<file path="config.mk">
export PLATFORM = sky130hd
export DESIGN_NAME = can_bit_timer
export DESIGN_NICKNAME = d
export VERILOG_FILES = /design/src/rtl/can_bt_pkg.sv /design/src/rtl/can_bt_prescaler.sv /design/src/rtl/can_bt_datapath.sv /design/src/rtl/can_bt_ctrl.sv /design/src/rtl/can_bit_timer.sv
export SDC_FILE = /design/constraint.sdc
export NUM_CORES = 1
export LEC_CHECK = 0
export BUFFER_PORTS_ARGS = -buffer_cell sky130_fd_sc_hd__buf_2
export CELL_PAD_IN_SITES_DETAIL_PLACEMENT = 0
export CELL_PAD_IN_SITES_GLOBAL_PLACEMENT = 2
export CORE_MARGIN = 3
export CORE_UTILIZATION = 36
export DETAILED_ROUTE_END_ITERATION = 8
export GPL_ROUTABILITY_DRIVEN = 0
export PLACE_DENSITY_LB_ADDON = 0.2
export SETUP_SLACK_MARGIN = 0.1
export SLEW_MARGIN = 20
export SYNTH_ARGS = -nofsm -noshare
export SYNTH_HDL_FRONTEND = slang
export SYNTH_SLANG_ARGS = --single-unit
</file>
<file path="constraint.sdc">
create_clock -name clk -period 7.7 [get_ports clk]
set_input_delay 1.54 -clock clk [delete_from_list [all_inputs] [get_ports clk]]
set_output_delay 1.54 -clock clk [all_outputs]
set_load 0.05 [all_outputs]
</file>
<file path="src/rtl/can_bt_pkg.sv">
package can_bt_pkg;

  typedef enum logic [1:0] {
    SEG_SYNC = 2'd0,
    SEG_PROP = 2'd1,
    SEG_PH1  = 2'd2,
    SEG_PH2  = 2'd3
  } seg_e;

  // Strobes from the control FSM to the datapath, all valid on a tick only.
  typedef struct packed {
    logic cntClear;
    logic cntStep;
    logic loadExt;
    logic loadCut;
    logic clearAdj;
    logic takeSample;
  } dp_cmd_t;

endpackage

</file>
<file path="src/rtl/can_bt_prescaler.sv">
module can_bt_prescaler #(
  parameter int SEL_W      = 3,
  parameter int DIV_STAGES = 5,
  parameter int BRP_W      = 4
) (
  input  logic             clk,
  input  logic             rstN,
  input  logic [SEL_W-1:0] clkSel,
  input  logic [BRP_W-1:0] brp,
  output logic             tqTick
);

  localparam int DIV_W = DIV_STAGES - 1;
  localparam logic [SEL_W-1:0] SEL_MAX = SEL_W'(DIV_STAGES - 1);

  logic [DIV_W-1:0] lastTable [DIV_STAGES];
  logic [DIV_W-1:0] stage1Cnt;
  logic [SEL_W-1:0] selEff;
  logic             sysEn;
  logic             halfPh;
  logic             canEn;
  logic [BRP_W-1:0] brpCnt;

  // Terminal count of the first stage for every legal select code.
  for (genvar g = 0; g < DIV_STAGES; g++) begin : g_last
    assign lastTable[g] = DIV_W'((1 << g) - 1);
  end

  assign selEff = (clkSel > SEL_MAX) ? SEL_MAX : clkSel;
  assign sysEn  = (stage1Cnt == lastTable[selEff]);
  assign canEn  = sysEn & halfPh;
  assign tqTick = canEn & (brpCnt == brp);

  always_ff @(posedge clk or negedge rstN) begin
    if (!rstN) begin
      stage1Cnt <= '0;
    end else if (sysEn) begin
      stage1Cnt <= '0;
    end else begin
      stage1Cnt <= stage1Cnt + DIV_W'(1);
    end
  end

  always_ff @(posedge clk or negedge rstN) begin
    if (!rstN) begin
      halfPh <= 1'b0;
    end else if (sysEn) begin
      halfPh <= ~halfPh;
    end
  end

  always_ff @(posedge clk or negedge rstN) begin
    if (!rstN) begin
      brpCnt <= '0;
    end else if (canEn) begin
      if (brpCnt == brp) begin
        brpCnt <= '0;
      end else begin
        brpCnt <= brpCnt + BRP_W'(1);
      end
    end
  end

endmodule

</file>
<file path="src/rtl/can_bt_datapath.sv">
module can_bt_datapath
  import can_bt_pkg::*;
#(
  parameter int SEL_W      = 3,
  parameter int DIV_STAGES = 5,
  parameter int BRP_W      = 4,
  parameter int RX_STAGES  = 2,
  parameter int CNT_W      = 4,
  parameter int ADJ_W      = 3
) (
  input  logic             clk,
  input  logic             rstN,
  input  logic [SEL_W-1:0] clkSel,
  input  logic [BRP_W-1:0] brp,
  input  logic             rxIn,
  input  dp_cmd_t          cmd,
  input  logic [ADJ_W-1:0] adjVal,
  output logic             tqTick,
  output logic             fallEdge,
  output logic             rxLevel,
  output logic [CNT_W-1:0] quantCnt,
  output logic [ADJ_W-1:0] ph1Ext,
  output logic [ADJ_W-1:0] ph2Cut,
  output logic             sampledBit
);

  logic [RX_STAGES-1:0] rxPipe;

  can_bt_prescaler #(
    .SEL_W     (SEL_W),
    .DIV_STAGES(DIV_STAGES),
    .BRP_W     (BRP_W)
  ) i_prescaler (
    .clk   (clk),
    .rstN  (rstN),
    .clkSel(clkSel),
    .brp   (brp),
    .tqTick(tqTick)
  );

  // Receive capture: loads once per quantum, idles recessive.
  always_ff @(posedge clk or negedge rstN) begin
    if (!rstN) begin
      rxPipe <= '1;
    end else if (tqTick) begin
      rxPipe <= {rxPipe[RX_STAGES-2:0], rxIn};
    end
  end

  assign rxLevel  = rxPipe[RX_STAGES-2];
  assign fallEdge = tqTick & rxPipe[RX_STAGES-1] & ~rxPipe[RX_STAGES-2];

  always_ff @(posedge clk or negedge rstN) begin
    if (!rstN) begin
      quantCnt <= '0;
    end else if (cmd.cntClear) begin
      quantCnt <= '0;
    end else if (cmd.cntStep) begin
      quantCnt <= quantCnt + CNT_W'(1);
    end
  end

  always_ff @(posedge clk or negedge rstN) begin
    if (!rstN) begin
      ph1Ext <= '0;
      ph2Cut <= '0;
    end else if (cmd.clearAdj) begin
      ph1Ext <= '0;
      ph2Cut <= '0;
    end else begin
      if (cmd.loadExt) begin
        ph1Ext <= adjVal;
      end
      if (cmd.loadCut) begin
        ph2Cut <= adjVal;
      end
    end
  end

  always_ff @(posedge clk or negedge rstN) begin
    if (!rstN) begin
      sampledBit <= 1'b1;
    end else if (cmd.takeSample) begin
      sampledBit <= rxLevel;
    end
  end

endmodule

</file>
<file path="src/rtl/can_bt_ctrl.sv">
module can_bt_ctrl
  import can_bt_pkg::*;
#(
  parameter int SEG_W = 3,
  parameter int SJW_W = 2,
  parameter int CNT_W = 4,
  parameter int ADJ_W = 3
) (
  input  logic             clk,
  input  logic             rstN,
  input  logic             tick,
  input  logic             fallEdge,
  input  logic             busIdle,
  input  logic             txDominant,
  input  logic [CNT_W-1:0] quantCnt,
  input  logic [ADJ_W-1:0] ph1Ext,
  input  logic [ADJ_W-1:0] ph2Cut,
  input  logic [SEG_W-1:0] propCfg,
  input  logic [SEG_W-1:0] ph1Cfg,
  input  logic [SEG_W-1:0] ph2Cfg,
  input  logic [SJW_W-1:0] sjwCfg,
  output dp_cmd_t          cmd,
  output logic [ADJ_W-1:0] adjVal,
  output logic [1:0]       segment,
  output logic             samplePulse,
  output logic             bitEndPulse
);

  localparam int ERR_W = CNT_W + 2;
  localparam logic [ERR_W-1:0] ONE = ERR_W'(1);

  seg_e             segQ;
  seg_e             segNext;
  logic             resyncUsed;
  logic [ERR_W-1:0] propLen, ph1Len, ph2Len, sjwLen, cntE;
  logic [ERR_W-1:0] lateErr, earlyErr, phaseErr, adjWide, ph1Eff, ph2Eff;
  logic             doHard, resyncOk, doLate, doEarly, segDone, bitDone, sampleNow;

  always_comb begin
    propLen  = ERR_W'(propCfg) + ONE;
    ph1Len   = ERR_W'(ph1Cfg) + ONE;
    ph2Len   = ERR_W'(ph2Cfg) + ONE;
    sjwLen   = ERR_W'(sjwCfg) + ONE;
    cntE     = ERR_W'(quantCnt);
    // Late error: quanta from the end of sync up to the edge quantum.
    lateErr  = (segQ == SEG_PROP) ? (cntE + ONE) : (propLen + cntE + ONE);
    // Early error: quanta still left in phase two after the edge quantum.
    earlyErr = ph2Len - cntE - ONE;
    phaseErr = (segQ == SEG_PH2) ? earlyErr : lateErr;
    adjWide  = (phaseErr < sjwLen) ? phaseErr : sjwLen;
  end

  assign doHard   = tick & fallEdge & busIdle;
  assign resyncOk = tick & fallEdge & ~busIdle & ~resyncUsed;
  assign doLate   = resyncOk & ((segQ == SEG_PROP) | (segQ == SEG_PH1));
  assign doEarly  = resyncOk & (segQ == SEG_PH2) & ~txDominant;
  assign adjVal   = adjWide[ADJ_W-1:0];

  assign ph1Eff = ph1Len + (doLate ? adjWide : ERR_W'(ph1Ext));
  assign ph2Eff = ph2Len - (doEarly ? adjWide : ERR_W'(ph2Cut));

  always_comb begin
    unique case (segQ)
      SEG_SYNC: segDone = 1'b1;
      SEG_PROP: segDone = (cntE == propLen - ONE);
      SEG_PH1:  segDone = (cntE == ph1Eff - ONE);
      default:  segDone = (cntE == ph2Eff - ONE);
    endcase
  end

  assign bitDone   = tick & ~doHard & segDone & (segQ == SEG_PH2);
  assign sampleNow = tick & ~doHard & segDone & (segQ == SEG_PH1);

  always_comb begin
    cmd            = '0;
    cmd.cntClear   = tick & (doHard | segDone);
    cmd.cntStep    = tick & ~doHard & ~segDone;
    cmd.loadExt    = doLate;
    cmd.loadCut    = doEarly;
    cmd.clearAdj   = doHard | bitDone;
    cmd.takeSample = sampleNow;
  end

  always_comb begin
    segNext = segQ;
    if (doHard) begin
      segNext = SEG_PROP;
    end else if (tick && segDone) begin
      unique case (segQ)
        SEG_SYNC: segNext = SEG_PROP;
        SEG_PROP: segNext = SEG_PH1;
        SEG_PH1:  segNext = SEG_PH2;
        default:  segNext = SEG_SYNC;
      endcase
    end
  end

  always_ff @(posedge clk or negedge rstN) begin
    if (!rstN) begin
      segQ        <= SEG_SYNC;
      resyncUsed  <= 1'b0;
      samplePulse <= 1'b0;
      bitEndPulse <= 1'b0;
    end else begin
      segQ        <= segNext;
      samplePulse <= sampleNow;
      bitEndPulse <= bitDone;
      if (doHard) begin
        resyncUsed <= 1'b1;
      end else if (bitDone) begin
        resyncUsed <= 1'b0;
      end else if (doLate || doEarly) begin
        resyncUsed <= 1'b1;
      end
    end
  end

  assign segment = segQ;

endmodule

</file>
<file path="src/rtl/can_bit_timer.sv">
module can_bit_timer
  import can_bt_pkg::*;
#(
  parameter int SEL_W      = 3,
  parameter int DIV_STAGES = 5,
  parameter int BRP_W      = 4,
  parameter int SEG_W      = 3,
  parameter int SJW_W      = 2,
  parameter int RX_STAGES  = 2
) (
  input  logic             clk,
  input  logic             rstN,
  input  logic [SEL_W-1:0] clkSel,
  input  logic [BRP_W-1:0] brp,
  input  logic [SEG_W-1:0] propCfg,
  input  logic [SEG_W-1:0] ph1Cfg,
  input  logic [SEG_W-1:0] ph2Cfg,
  input  logic [SJW_W-1:0] sjwCfg,
  input  logic             busIdle,
  input  logic             txDominant,
  input  logic             rxIn,
  output logic             tqTick,
  output logic [1:0]       segment,
  output logic             samplePulse,
  output logic             bitEndPulse,
  output logic             sampledBit
);

  localparam int ADJ_W = SJW_W + 1;
  localparam int CNT_W = ((SEG_W > SJW_W) ? SEG_W : SJW_W) + 1;

  dp_cmd_t          cmd;
  logic [ADJ_W-1:0] adjVal;
  logic             fallEdge;
  logic             rxLevel;
  logic [CNT_W-1:0] quantCnt;
  logic [ADJ_W-1:0] ph1Ext;
  logic [ADJ_W-1:0] ph2Cut;

  can_bt_datapath #(
    .SEL_W     (SEL_W),
    .DIV_STAGES(DIV_STAGES),
    .BRP_W     (BRP_W),
    .RX_STAGES (RX_STAGES),
    .CNT_W     (CNT_W),
    .ADJ_W     (ADJ_W)
  ) i_datapath (
    .clk       (clk),
    .rstN      (rstN),
    .clkSel    (clkSel),
    .brp       (brp),
    .rxIn      (rxIn),
    .cmd       (cmd),
    .adjVal    (adjVal),
    .tqTick    (tqTick),
    .fallEdge  (fallEdge),
    .rxLevel   (rxLevel),
    .quantCnt  (quantCnt),
    .ph1Ext    (ph1Ext),
    .ph2Cut    (ph2Cut),
    .sampledBit(sampledBit)
  );

  can_bt_ctrl #(
    .SEG_W(SEG_W),
    .SJW_W(SJW_W),
    .CNT_W(CNT_W),
    .ADJ_W(ADJ_W)
  ) i_ctrl (
    .clk        (clk),
    .rstN       (rstN),
    .tick       (tqTick),
    .fallEdge   (fallEdge),
    .busIdle    (busIdle),
    .txDominant (txDominant),
    .quantCnt   (quantCnt),
    .ph1Ext     (ph1Ext),
    .ph2Cut     (ph2Cut),
    .propCfg    (propCfg),
    .ph1Cfg     (ph1Cfg),
    .ph2Cfg     (ph2Cfg),
    .sjwCfg     (sjwCfg),
    .cmd        (cmd),
    .adjVal     (adjVal),
    .segment    (segment),
    .samplePulse(samplePulse),
    .bitEndPulse(bitEndPulse)
  );

  // rxLevel feeds only the datapath's own sample register.
  logic unusedLevel;
  assign unusedLevel = rxLevel;

endmodule

</file>
==> impl_metrics.prom, run 1 <==
# TYPE chip_impl_metric gauge
chip_impl_metric{name="fin_worst_skew",unit="ps"} 5.794
chip_impl_metric{name="finalSetupViolations",unit=""} 0
chip_impl_metric{name="placement_rows",unit=""} 30
chip_impl_metric{name="postRouteAntennaNets",unit=""} 0
chip_impl_metric{name="grt_usage",unit="%"} 15.58
chip_impl_info{name="commonest_cells_after_routing_fill_and_taps_aside",value="sky130_fd_sc_hd__ha_1, sky130_fd_sc_hd__inv_1, sky130_fd_sc_hd__buf_2"} 1
chip_impl_metric{name="critical_path.max_fanout",unit=""} 9
chip_impl_info{name="critical_path.startpoint_type",value="primary input"} 1
chip_impl_metric{name="drt-wirelength-per-cell",unit="um"} 14.57
chip_impl_metric{name="grt-ovfl-total",unit=""} 0
chip_impl_metric{name="synthesis.area",unit="um^2"} 2659
chip_impl_metric{name="routed-wl-met3",unit="um"} 288
chip_impl_metric{name="detailedPlace.worstSlack",unit="ps"} 135.3
chip_impl_info{name="cts-root-buf",value="sky130_fd_sc_hd__clkbuf_8"} 1
chip_impl_metric{name="total_wirelength",unit="um"} 6263
chip_impl_info{name="worstSetupStartpoint",value="propCfg[0]"} 1
chip_impl_metric{name="floorplan.io_pins",unit=""} 29
chip_impl_metric{name="dieWidth",unit="um"} 91.94
chip_impl_info{name="worst_setup_path_endpoint",value="i_datapath.sampledBit$_DFFE_PN1P_"} 1
chip_impl_metric{name="fin_setup_tns",unit="ps"} 0
chip_impl_info{name="reg2reg_from",value="i_datapath.quantCnt[0]$_DFFE_PN0P_"} 1
chip_impl_metric{name="ctsHtreeMaxLevel",unit=""} 1
chip_impl_metric{name="post-route-period-util",unit="%"} 92.11
chip_impl_metric{name="nNetsFinal",unit=""} 395
chip_impl_metric{name="critical_path_required",unit="ps"} 7910
chip_impl_metric{name="hold_violations",unit=""} 0
chip_impl_metric{name="worst-path-buf-inv",unit=""} 3
chip_impl_metric{name="max_freq",unit="GHz"} 0.1410
chip_impl_metric{name="core_area",unit="um^2"} 6982
chip_impl_metric{name="final_period_minus_worst_setup_slack",unit="ps"} 7093
chip_impl_metric{name="drv.max_cap_violation_count",unit=""} 0
chip_impl_metric{name="postCtsHoldBufs",unit=""} 0
chip_impl_metric{name="post-place-cells",unit=""} 426
chip_impl_metric{name="worst_r2r_path_depth",unit=""} 27
chip_impl_metric{name="worstMarginPinSlew",unit="ps"} 610.2
chip_impl_metric{name="cp.arrival",unit="ps"} 7300
chip_impl_metric{name="reg2reg_slack",unit="ps"} 1450
chip_impl_metric{name="power.total",unit="W"} 0.0006607
chip_impl_metric{name="antenna_cells_inserted",unit=""} 0
chip_impl_metric{name="routed-via-count",unit=""} 2213
chip_impl_metric{name="cts_buffer_depth",unit=""} 2
chip_impl_metric{name="synth_area_per_cell",unit="um^2"} 8.717
chip_impl_metric{name="via_count_of_the_first_global_routing_pass",unit=""} 2094
chip_impl_metric{name="final_max_slew_viol_count",unit=""} 0
chip_impl_info{name="cts_tree",value="built"} 1
chip_impl_info{name="unrepaired_setup_endpoints_after_global_routing",value="no"} 1
chip_impl_metric{name="yosys_register_bits",unit=""} 27
chip_impl_info{name="cell_with_the_largest_stage_delay_on_the_worst_path",value="sky130_fd_sc_hd__fa_1"} 1
chip_impl_metric{name="synth_enable_flop_cells",unit=""} 0
chip_impl_metric{name="slew_headroom",unit="%"} 59.32
chip_impl_info{name="hold_path.class",value="flop to flop"} 1
chip_impl_metric{name="tritoncts_num_sinks",unit=""} 27
chip_impl_metric{name="detail_route.vias_per_cell",unit=""} 5.147
chip_impl_metric{name="clkLatencyLatePin",unit="ps"} 270
chip_impl_info{name="run_status",value="completed"} 1
chip_impl_metric{name="grt_max_degree",unit=""} 28
chip_impl_metric{name="wire_length_of_the_first_global_routing_pass",unit="um"} 10830
chip_impl_metric{name="fp.dieArea",unit="um^2"} 8453
chip_impl_metric{name="syn-instance-count",unit=""} 305
chip_impl_metric{name="finalWorstSetupSlack",unit="ps"} 607.4
chip_impl_metric{name="cp.depth",unit=""} 26
chip_impl_info{name="setup.worst_path.class",value="primary input to flop"} 1
chip_impl_metric{name="cts-buffers-inserted",unit=""} 3
chip_impl_metric{name="cts_setup_buffers",unit=""} 0
chip_impl_metric{name="drc",unit=""} 0
chip_impl_info{name="rr_endpoint",value="i_datapath.sampledBit$_DFFE_PN1P_"} 1
chip_impl_info{name="final_common_cell",value="sky130_fd_sc_hd__ha_1"} 1
chip_impl_metric{name="initial_antenna_violation_count",unit=""} 0
chip_impl_metric{name="buffer_ports.inserted",unit=""} 28
chip_impl_metric{name="route.met2.wl",unit="um"} 2576
chip_impl_metric{name="dr.pass1.iters",unit=""} 4
chip_impl_metric{name="final_util",unit="%"} 42.85
chip_impl_metric{name="synth.yosys.warnings",unit=""} 0
chip_impl_info{name="timing.critical_path.to_type",value="flop"} 1
chip_impl_metric{name="synth_seq_area_share",unit="%"} 25.55
chip_impl_info{name="critical-path-top-cell-by-count",value="sky130_fd_sc_hd__ha_1"} 1
chip_impl_info{name="yosys_most_used_dff",value="sky130_fd_sc_hd__dfrtp_1"} 1
chip_impl_metric{name="detailedPlacementHpwl",unit="um"} 5065
chip_impl_metric{name="postSynth.asyncResetShare",unit="%"} 100.0
chip_impl_metric{name="floorplan.initialDensity",unit="%"} 38.08
chip_impl_metric{name="drive_above_1_share",unit="%"} 16.47
chip_impl_metric{name="synth_cell_types",unit=""} 56
chip_impl_metric{name="power.static_leakage",unit="nW"} 1.405
chip_impl_metric{name="power.density",unit="nW/um^2"} 220.9
chip_impl_metric{name="clk_pin_slew_worst_paths",unit="ps"} 100
chip_impl_metric{name="route.layer.met1.wl",unit="um"} 3356
chip_impl_info{name="top_signal_layer_used",value="met4"} 1
chip_impl_info{name="critPathTopFamily",value="adder cells"} 1
chip_impl_metric{name="cts_repair_resize_count",unit=""} 0
chip_impl_metric{name="drt-initial-drc-count",unit=""} 94
chip_impl_metric{name="post_layout_instance_count_excluding_filler_cells",unit=""} 430
chip_impl_metric{name="worst_ir_drop_vdd",unit="mV"} 0.07113
chip_impl_metric{name="die_height",unit="um"} 91.94
chip_impl_metric{name="cpPeakStageDelay",unit="ps"} 420
chip_impl_metric{name="areaGrowthSynthToFinish",unit="%"} 12.52
synth_stat cells, types with 5 or more instances:
library cell | n | area share [%]
sky130_fd_sc_hd__xnor2_1 | 10 | 3.3
sky130_fd_sc_hd__clkbuf_1 | 5 | 0.71
sky130_fd_sc_hd__a21oi_1 | 15 | 2.8
sky130_fd_sc_hd__dfrtp_1 | 24 | 23
sky130_fd_sc_hd__and2_1 | 6 | 1.4
sky130_fd_sc_hd__nor2b_1 | 7 | 1.6
sky130_fd_sc_hd__nor4_1 | 5 | 1.2
sky130_fd_sc_hd__inv_1 | 29 | 4.1
sky130_fd_sc_hd__nor2_1 | 23 | 3.2
sky130_fd_sc_hd__xor2_1 | 12 | 4.0
sky130_fd_sc_hd__nand2b_1 | 6 | 1.4
sky130_fd_sc_hd__and3_1 | 5 | 1.2
sky130_fd_sc_hd__ha_1 | 33 | 16
sky130_fd_sc_hd__nor3_1 | 6 | 1.1
sky130_fd_sc_hd__nand3_1 | 13 | 2.4
sky130_fd_sc_hd__o21ai_0 | 14 | 2.6
sky130_fd_sc_hd__a31oi_1 | 5 | 1.2
sky130_fd_sc_hd__nand2_1 | 18 | 2.5
sky130_fd_sc_hd__mux2_2 | 5 | 2.1
metrics by stage:
stage / hold slack [ps] / area [um^2]
after floorplan: 463.7 / 2666
after global placement: 478.7 / 2918
after detailed placement: 499.7 / 2918
after CTS: 527.8 / 2967
after global routing: 565.7 / 2992
final: 529.7 / 2992
layout make-up:
type / count / area, um^2
Clock inverter: 1 / 7.507
Clock buffer: 3 / 41.29
Fill cell: 711 / 3990
Inverter: 29 / 108.9
Tap cell: 96 / 120.1
Timing Repair Buffer: 32 / 170.2
Sequential cell: 27 / 679.4
Multi-Input combinational cell: 242 / 1864
cells by family (layout without fill, tap and decap cells):
logic type	Yosys count	after routing	share of synthesized area, %
simple gates	105	105	21.65
buf+inv	38	65	5.553
flops	27	27	25.55
compound gates	66	66	17.65
fa+ha+maj	37	37	18.54
mux	9	9	3.670
other cells	1	3	0.1410
xor+xnor	22	22	7.247
per-layer routing:
layer	vias to the layer above	GRT usage, %
met4	0	2.351
met2	42	23.05
met1	1015	24.28
met5	-	0
li1	1152	-
met3	4	2.215
tightest hold or removal path, stage by stage (launching register included):
cell and delay (ps):
sky130_fd_sc_hd__dfrtp_1 360, sky130_fd_sc_hd__a31oi_1 50, sky130_fd_sc_hd__nor2_1 90
sequential cells by signal, summed over array words and instances, names as in the netlist:
name and count:
i_ctrl.segment 2, i_datapath.sampledBit 1, i_datapath.i_prescaler.halfPh 1, i_datapath.rxPipe 2, i_datapath.i_prescaler.brpCnt 4, i_datapath.ph1Ext 3, i_datapath.ph2Cut 3, i_ctrl.bitEndPulse 1
i_datapath.quantCnt 4, i_datapath.i_prescaler.stage1Cnt 4, i_ctrl.resyncUsed 1, i_ctrl.samplePulse 1
worst min-delay path by stage:
stage                                         startpoint                                         to  slack, ps  cells after the start
6_report                   i_ctrl.resyncUsed$_DFFE_PN0P_              i_ctrl.resyncUsed$_DFFE_PN0P_        530                      2
5_1_grt        i_datapath.i_prescaler.halfPh$_DFFE_PN0N_  i_datapath.i_prescaler.halfPh$_DFFE_PN0N_        570                      1
4_1_cts                    i_ctrl.resyncUsed$_DFFE_PN0P_              i_ctrl.resyncUsed$_DFFE_PN0P_        530                      2
3_5_place_dp               i_ctrl.resyncUsed$_DFFE_PN0P_              i_ctrl.resyncUsed$_DFFE_PN0P_        500                      2
3_3_place_gp               i_ctrl.resyncUsed$_DFFE_PN0P_              i_ctrl.resyncUsed$_DFFE_PN0P_        480                      2
2_1_floorplan              i_ctrl.resyncUsed$_DFFE_PN0P_              i_ctrl.resyncUsed$_DFFE_PN0P_        460                      2
power breakdown:
group / internal, W / switching [W]
combinational: 0.000165 / 0.000197
sequential: 0.000171 / 0.0000441
clock: 0.0000367 / 0.0000461
No activity file was read; power rests on OpenSTA's default activity.
==> run 2, diff against run 1 <==
CORE_UTILIZATION = 37   (was 36)
HOLD_SLACK_MARGIN = 0.15   (was default)
SYNTH_HIERARCHICAL = 1   (was default)
==> impl_metrics.prom, run 2 <==
# TYPE chip_impl_metric gauge
chip_impl_info{name="run_status",value="completed"} 1
chip_impl_metric{name="post-route-period-util",unit="%"} 86.84
chip_impl_info{name="setup.worst_path.class",value="primary input to flop"} 1
chip_impl_info{name="cell_with_the_largest_stage_delay_on_the_worst_path",value="sky130_fd_sc_hd__fa_1"} 1
chip_impl_metric{name="route.met2.wl",unit="um"} 2412
chip_impl_metric{name="grt_usage",unit="%"} 14.88
chip_impl_info{name="cts-root-buf",value="sky130_fd_sc_hd__clkbuf_8"} 1
chip_impl_metric{name="fp.dieArea",unit="um^2"} 8033
chip_impl_metric{name="placement_rows",unit=""} 29
chip_impl_metric{name="syn-instance-count",unit=""} 280
chip_impl_metric{name="post_dp_cell_area",unit="um^2"} 2836
chip_impl_metric{name="final_max_slew_viol_count",unit=""} 0
chip_impl_metric{name="areaGrowthSynthToFinish",unit="%"} 11.51
chip_impl_metric{name="cts_repair_resize_count",unit=""} 0
chip_impl_metric{name="synth_seq_area_share",unit="%"} 26.26
chip_impl_info{name="top_signal_layer_used",value="met4"} 1
chip_impl_metric{name="dieWidth",unit="um"} 89.63
chip_impl_info{name="yosys_most_used_dff",value="sky130_fd_sc_hd__dfrtp_1"} 1
chip_impl_metric{name="antenna_cells_inserted",unit=""} 0
chip_impl_metric{name="nNetsFinal",unit=""} 364
chip_impl_metric{name="cpPeakStageDelay",unit="ps"} 460
chip_impl_metric{name="drt-wirelength-per-cell",unit="um"} 14.06
chip_impl_metric{name="synth_enable_flop_cells",unit=""} 0
chip_impl_info{name="synth_area_leader_cell",value="sky130_fd_sc_hd__dfrtp_1"} 1
chip_impl_metric{name="core_area",unit="um^2"} 6568
chip_impl_metric{name="detailedPlacementHpwl",unit="um"} 4546
chip_impl_metric{name="finalSetupViolations",unit=""} 0
chip_impl_info{name="commonest_cells_after_routing_fill_and_taps_aside",value="sky130_fd_sc_hd__ha_1, sky130_fd_sc_hd__buf_2, sky130_fd_sc_hd__dfrtp_1"} 1
chip_impl_metric{name="grt-ovfl-total",unit=""} 0
chip_impl_metric{name="worstMarginPinSlew",unit="ps"} 595.0
chip_impl_metric{name="synthesis.area",unit="um^2"} 2587
chip_impl_metric{name="postSynth.asyncResetShare",unit="%"} 100.0
chip_impl_metric{name="worst_ir_drop_vdd",unit="mV"} 0.1510
chip_impl_metric{name="finish.instance_area",unit="um^2"} 2885
chip_impl_metric{name="routed-wl-met3",unit="um"} 148
chip_impl_metric{name="power.density",unit="nW/um^2"} 178.2
chip_impl_info{name="critPathTopFamily",value="adder cells"} 1
chip_impl_info{name="cts_tree",value="built"} 1
chip_impl_metric{name="fin_worst_skew",unit="ps"} 3.372
chip_impl_metric{name="max_freq",unit="GHz"} 0.1495
chip_impl_metric{name="final_period_minus_worst_setup_slack",unit="ps"} 6687
chip_impl_metric{name="hold_violations",unit=""} 0
chip_impl_info{name="critical-path-top-cell-by-count",value="sky130_fd_sc_hd__mux2_2"} 1
chip_impl_metric{name="tritoncts_num_sinks",unit=""} 27
chip_impl_metric{name="fin_setup_tns",unit="ps"} 0
chip_impl_metric{name="grt_max_degree",unit=""} 28
chip_impl_metric{name="floorplan.initialDensity",unit="%"} 39.40
chip_impl_metric{name="worst_r2r_path_depth",unit=""} 21
chip_impl_info{name="yosys-top-cells-area",value="sky130_fd_sc_hd__dfrtp_1, sky130_fd_sc_hd__ha_1, sky130_fd_sc_hd__mux2i_1, sky130_fd_sc_hd__xnor2_1, sky130_fd_sc_hd__mux2_2"} 1
chip_impl_metric{name="post-synth-top-area-fraction",unit="%"} 23.21
chip_impl_metric{name="detail_route.vias_per_cell",unit=""} 5.175
chip_impl_metric{name="slew_headroom",unit="%"} 60.33
chip_impl_metric{name="ctsHtreeMaxLevel",unit=""} 1
chip_impl_metric{name="critical_path_required",unit="ps"} 7910
chip_impl_metric{name="route.layer.met1.wl",unit="um"} 3060
chip_impl_metric{name="total_wirelength",unit="um"} 5639
chip_impl_metric{name="cts_buffer_depth",unit=""} 2
chip_impl_metric{name="dr.pass1.iters",unit=""} 4
chip_impl_info{name="critical_path.cell_chain",value="buf_2 > ha_1 > fa_1 > nor2b_1 > a211oi_1 > a21oi_1 > ha_1 > a21o_1 > a221oi_4 > mux2_2 > mux2_2 > fa_1 > xnor2_1 > mux2i_1 > nand4_1 > nand4b_1 > nor3_1 > nor2_1 > nor3b_1 > mux2_2"} 1
chip_impl_metric{name="postCtsHoldBufs",unit=""} 0
chip_impl_metric{name="cts-buffers-inserted",unit=""} 3
chip_impl_info{name="reg.largest.list",value="i_datapath/i_prescaler/brpCnt: 4 flops, i_datapath/i_prescaler/stage1Cnt: 4 flops, i_datapath/quantCnt: 4 flops"} 1
chip_impl_metric{name="postRouteAntennaNets",unit=""} 0
chip_impl_metric{name="drc",unit=""} 0
chip_impl_metric{name="drive_above_1_share",unit="%"} 19.81
chip_impl_metric{name="whs_path_depth",unit=""} 1
chip_impl_metric{name="power.static_leakage",unit="nW"} 1.299
chip_impl_metric{name="via_count_of_the_first_global_routing_pass",unit=""} 1968
chip_impl_metric{name="initial_antenna_violation_count",unit=""} 0
chip_impl_metric{name="wire_length_of_the_first_global_routing_pass",unit="um"} 9480
chip_impl_metric{name="drv.max_cap_violation_count",unit=""} 0
chip_impl_metric{name="clkLatencyLatePin",unit="ps"} 270
chip_impl_metric{name="routed-via-count",unit=""} 2075
chip_impl_metric{name="die_height",unit="um"} 89.63
chip_impl_info{name="hold_path.class",value="flop to flop"} 1
chip_impl_metric{name="floorplan.io_pins",unit=""} 29
chip_impl_metric{name="synth.yosys.warnings",unit=""} 6
chip_impl_metric{name="worst-path-buf-inv",unit=""} 1
chip_impl_info{name="yosysMostFrequentCell",value="sky130_fd_sc_hd__ha_1"} 1
chip_impl_metric{name="critical_path.max_fanout",unit=""} 8
chip_impl_metric{name="cp.arrival",unit="ps"} 6890
chip_impl_info{name="unrepaired_setup_endpoints_after_global_routing",value="no"} 1
chip_impl_metric{name="yosys_register_bits",unit=""} 27
chip_impl_metric{name="synth_cell_types",unit=""} 60
chip_impl_info{name="synth_commonest_cells",value="sky130_fd_sc_hd__ha_1, sky130_fd_sc_hd__dfrtp_1, sky130_fd_sc_hd__nor2_1"} 1
chip_impl_metric{name="power.total",unit="W"} 0.0005140
chip_impl_metric{name="syn_nets",unit=""} 335
chip_impl_metric{name="clk_pin_slew_worst_paths",unit="ps"} 90
chip_impl_metric{name="drt-initial-drc-count",unit=""} 46
chip_impl_metric{name="synth_area_per_cell",unit="um^2"} 9.241
chip_impl_info{name="critical_path.startpoint_type",value="primary input"} 1
chip_impl_metric{name="cts_setup_buffers",unit=""} 0
chip_impl_metric{name="buffer_ports.inserted",unit=""} 28
chip_impl_info{name="timing.critical_path.to_type",value="flop"} 1
chip_impl_metric{name="cp.depth",unit=""} 20
-- run 2: cell count changes after synthesis, sizes merged, moves of 5 or more --
| cell | delta |
|---|---|
| a31oi | -5 |
| and2 | -5 |
| ha | -5 |
| inv | -9 |
| mux2 | +6 |
| mux2i | +11 |
| nor4 | -5 |
| xor2 | -6 |
-- run 2: logic make-up (layout without fill, tap and decap cells) --
kind of cell	count (synthesis)	in the layout	share of synthesized area, %
other	1	1	0.1449
adders and majority gates	32	32	16.63
muxes	26	26	10.78
buffers and inverters	29	57	4.836
and+or+nand+nor	91	91	18.09
DFF	27	27	26.26
xor gates and xnor gates	20	20	7.060
AOI/OAI and AO/OA	54	54	16.20
-- run 2: layout make-up --
cell class	count	area, um^2
Fill cell	643	3682
Multi-Input combinational cell	224	1788
Sequential cell	27	679.4
Timing Repair Buffer	33	177.7
Tap cell	93	116.4
Inverter	20	75.07
Clock buffer	3	41.29
Clock inverter	1	7.507
-- run 2: worst paths after layout --
kind                                                                start                                       endpoint  slack, ps
max in group asynchronous                                            rstN  i_datapath/i_prescaler/stage1Cnt[1]$_DFF_PN0_       6050
worst max register to register         i_datapath/quantCnt[0]$_DFFE_PN0P_              i_datapath/sampledBit$_DFFE_PN1P_       1940
worst min-delay path            i_datapath/i_prescaler/halfPh$_DFFE_PN0N_      i_datapath/i_prescaler/halfPh$_DFFE_PN0N_        510
min in group asynchronous                                            rstN   i_datapath/i_prescaler/brpCnt[1]$_DFFE_PN0P_       1260
worst min register to register  i_datapath/i_prescaler/halfPh$_DFFE_PN0N_      i_datapath/i_prescaler/halfPh$_DFFE_PN0N_        510
worst max-delay path                                           propCfg[0]              i_datapath/sampledBit$_DFFE_PN1P_       1010
-- run 2: worst reg2reg max path, stage by stage, from the launching register on --
cell	delay (ps)
sky130_fd_sc_hd__dfrtp_1	540
sky130_fd_sc_hd__inv_1	140
sky130_fd_sc_hd__ha_1	220
sky130_fd_sc_hd__inv_1	70
sky130_fd_sc_hd__fa_1	390
sky130_fd_sc_hd__nor2b_1	140
sky130_fd_sc_hd__a211oi_1	250
sky130_fd_sc_hd__a21oi_1	90
sky130_fd_sc_hd__ha_1	310
sky130_fd_sc_hd__a21o_1	180
sky130_fd_sc_hd__a221oi_4	290
sky130_fd_sc_hd__mux2_2	430
sky130_fd_sc_hd__mux2_2	290
sky130_fd_sc_hd__fa_1	420
sky130_fd_sc_hd__xnor2_1	200
sky130_fd_sc_hd__mux2i_1	220
sky130_fd_sc_hd__nand4_1	90
sky130_fd_sc_hd__nand4b_1	180
sky130_fd_sc_hd__nor3_1	380
sky130_fd_sc_hd__nor2_1	170
sky130_fd_sc_hd__nor3b_1	330
sky130_fd_sc_hd__mux2_2	370
-- run 2: per-stage QoR --
| stage | hold slack (ps) | instances | util (%) | setup slack [ps] |
|---|---|---|---|---|
| 2_1_floorplan | 470.0 | 280 | - | 824.9 |
| 3_3_place_gp | 491.8 | 397 | 43.19 | 840.7 |
| 3_5_place_dp | 495.6 | 397 | 43.19 | 691.5 |
| 4_1_cts | 511.3 | 401 | 43.93 | 981.2 |
| 5_1_grt | 526.0 | 401 | 43.93 | 614.3 |
| 6_report | 505.2 | 401 | 43.93 | 1013 |
-- run 2: routing by layer --
layer  track usage, %  vias up
li1                 -     1063
met1            22.99      979
met2            22.81       31
met3            2.190        2
met4            1.218        0
met5                0        -
-- run 2: power by group --
part           leakage (nW)  internal, W  switching [W]
logic                 0.938     0.000106       0.000122
registers             0.340     0.000171      0.0000348
clock network        0.0217    0.0000366      0.0000436
total                  1.30     0.000313       0.000201
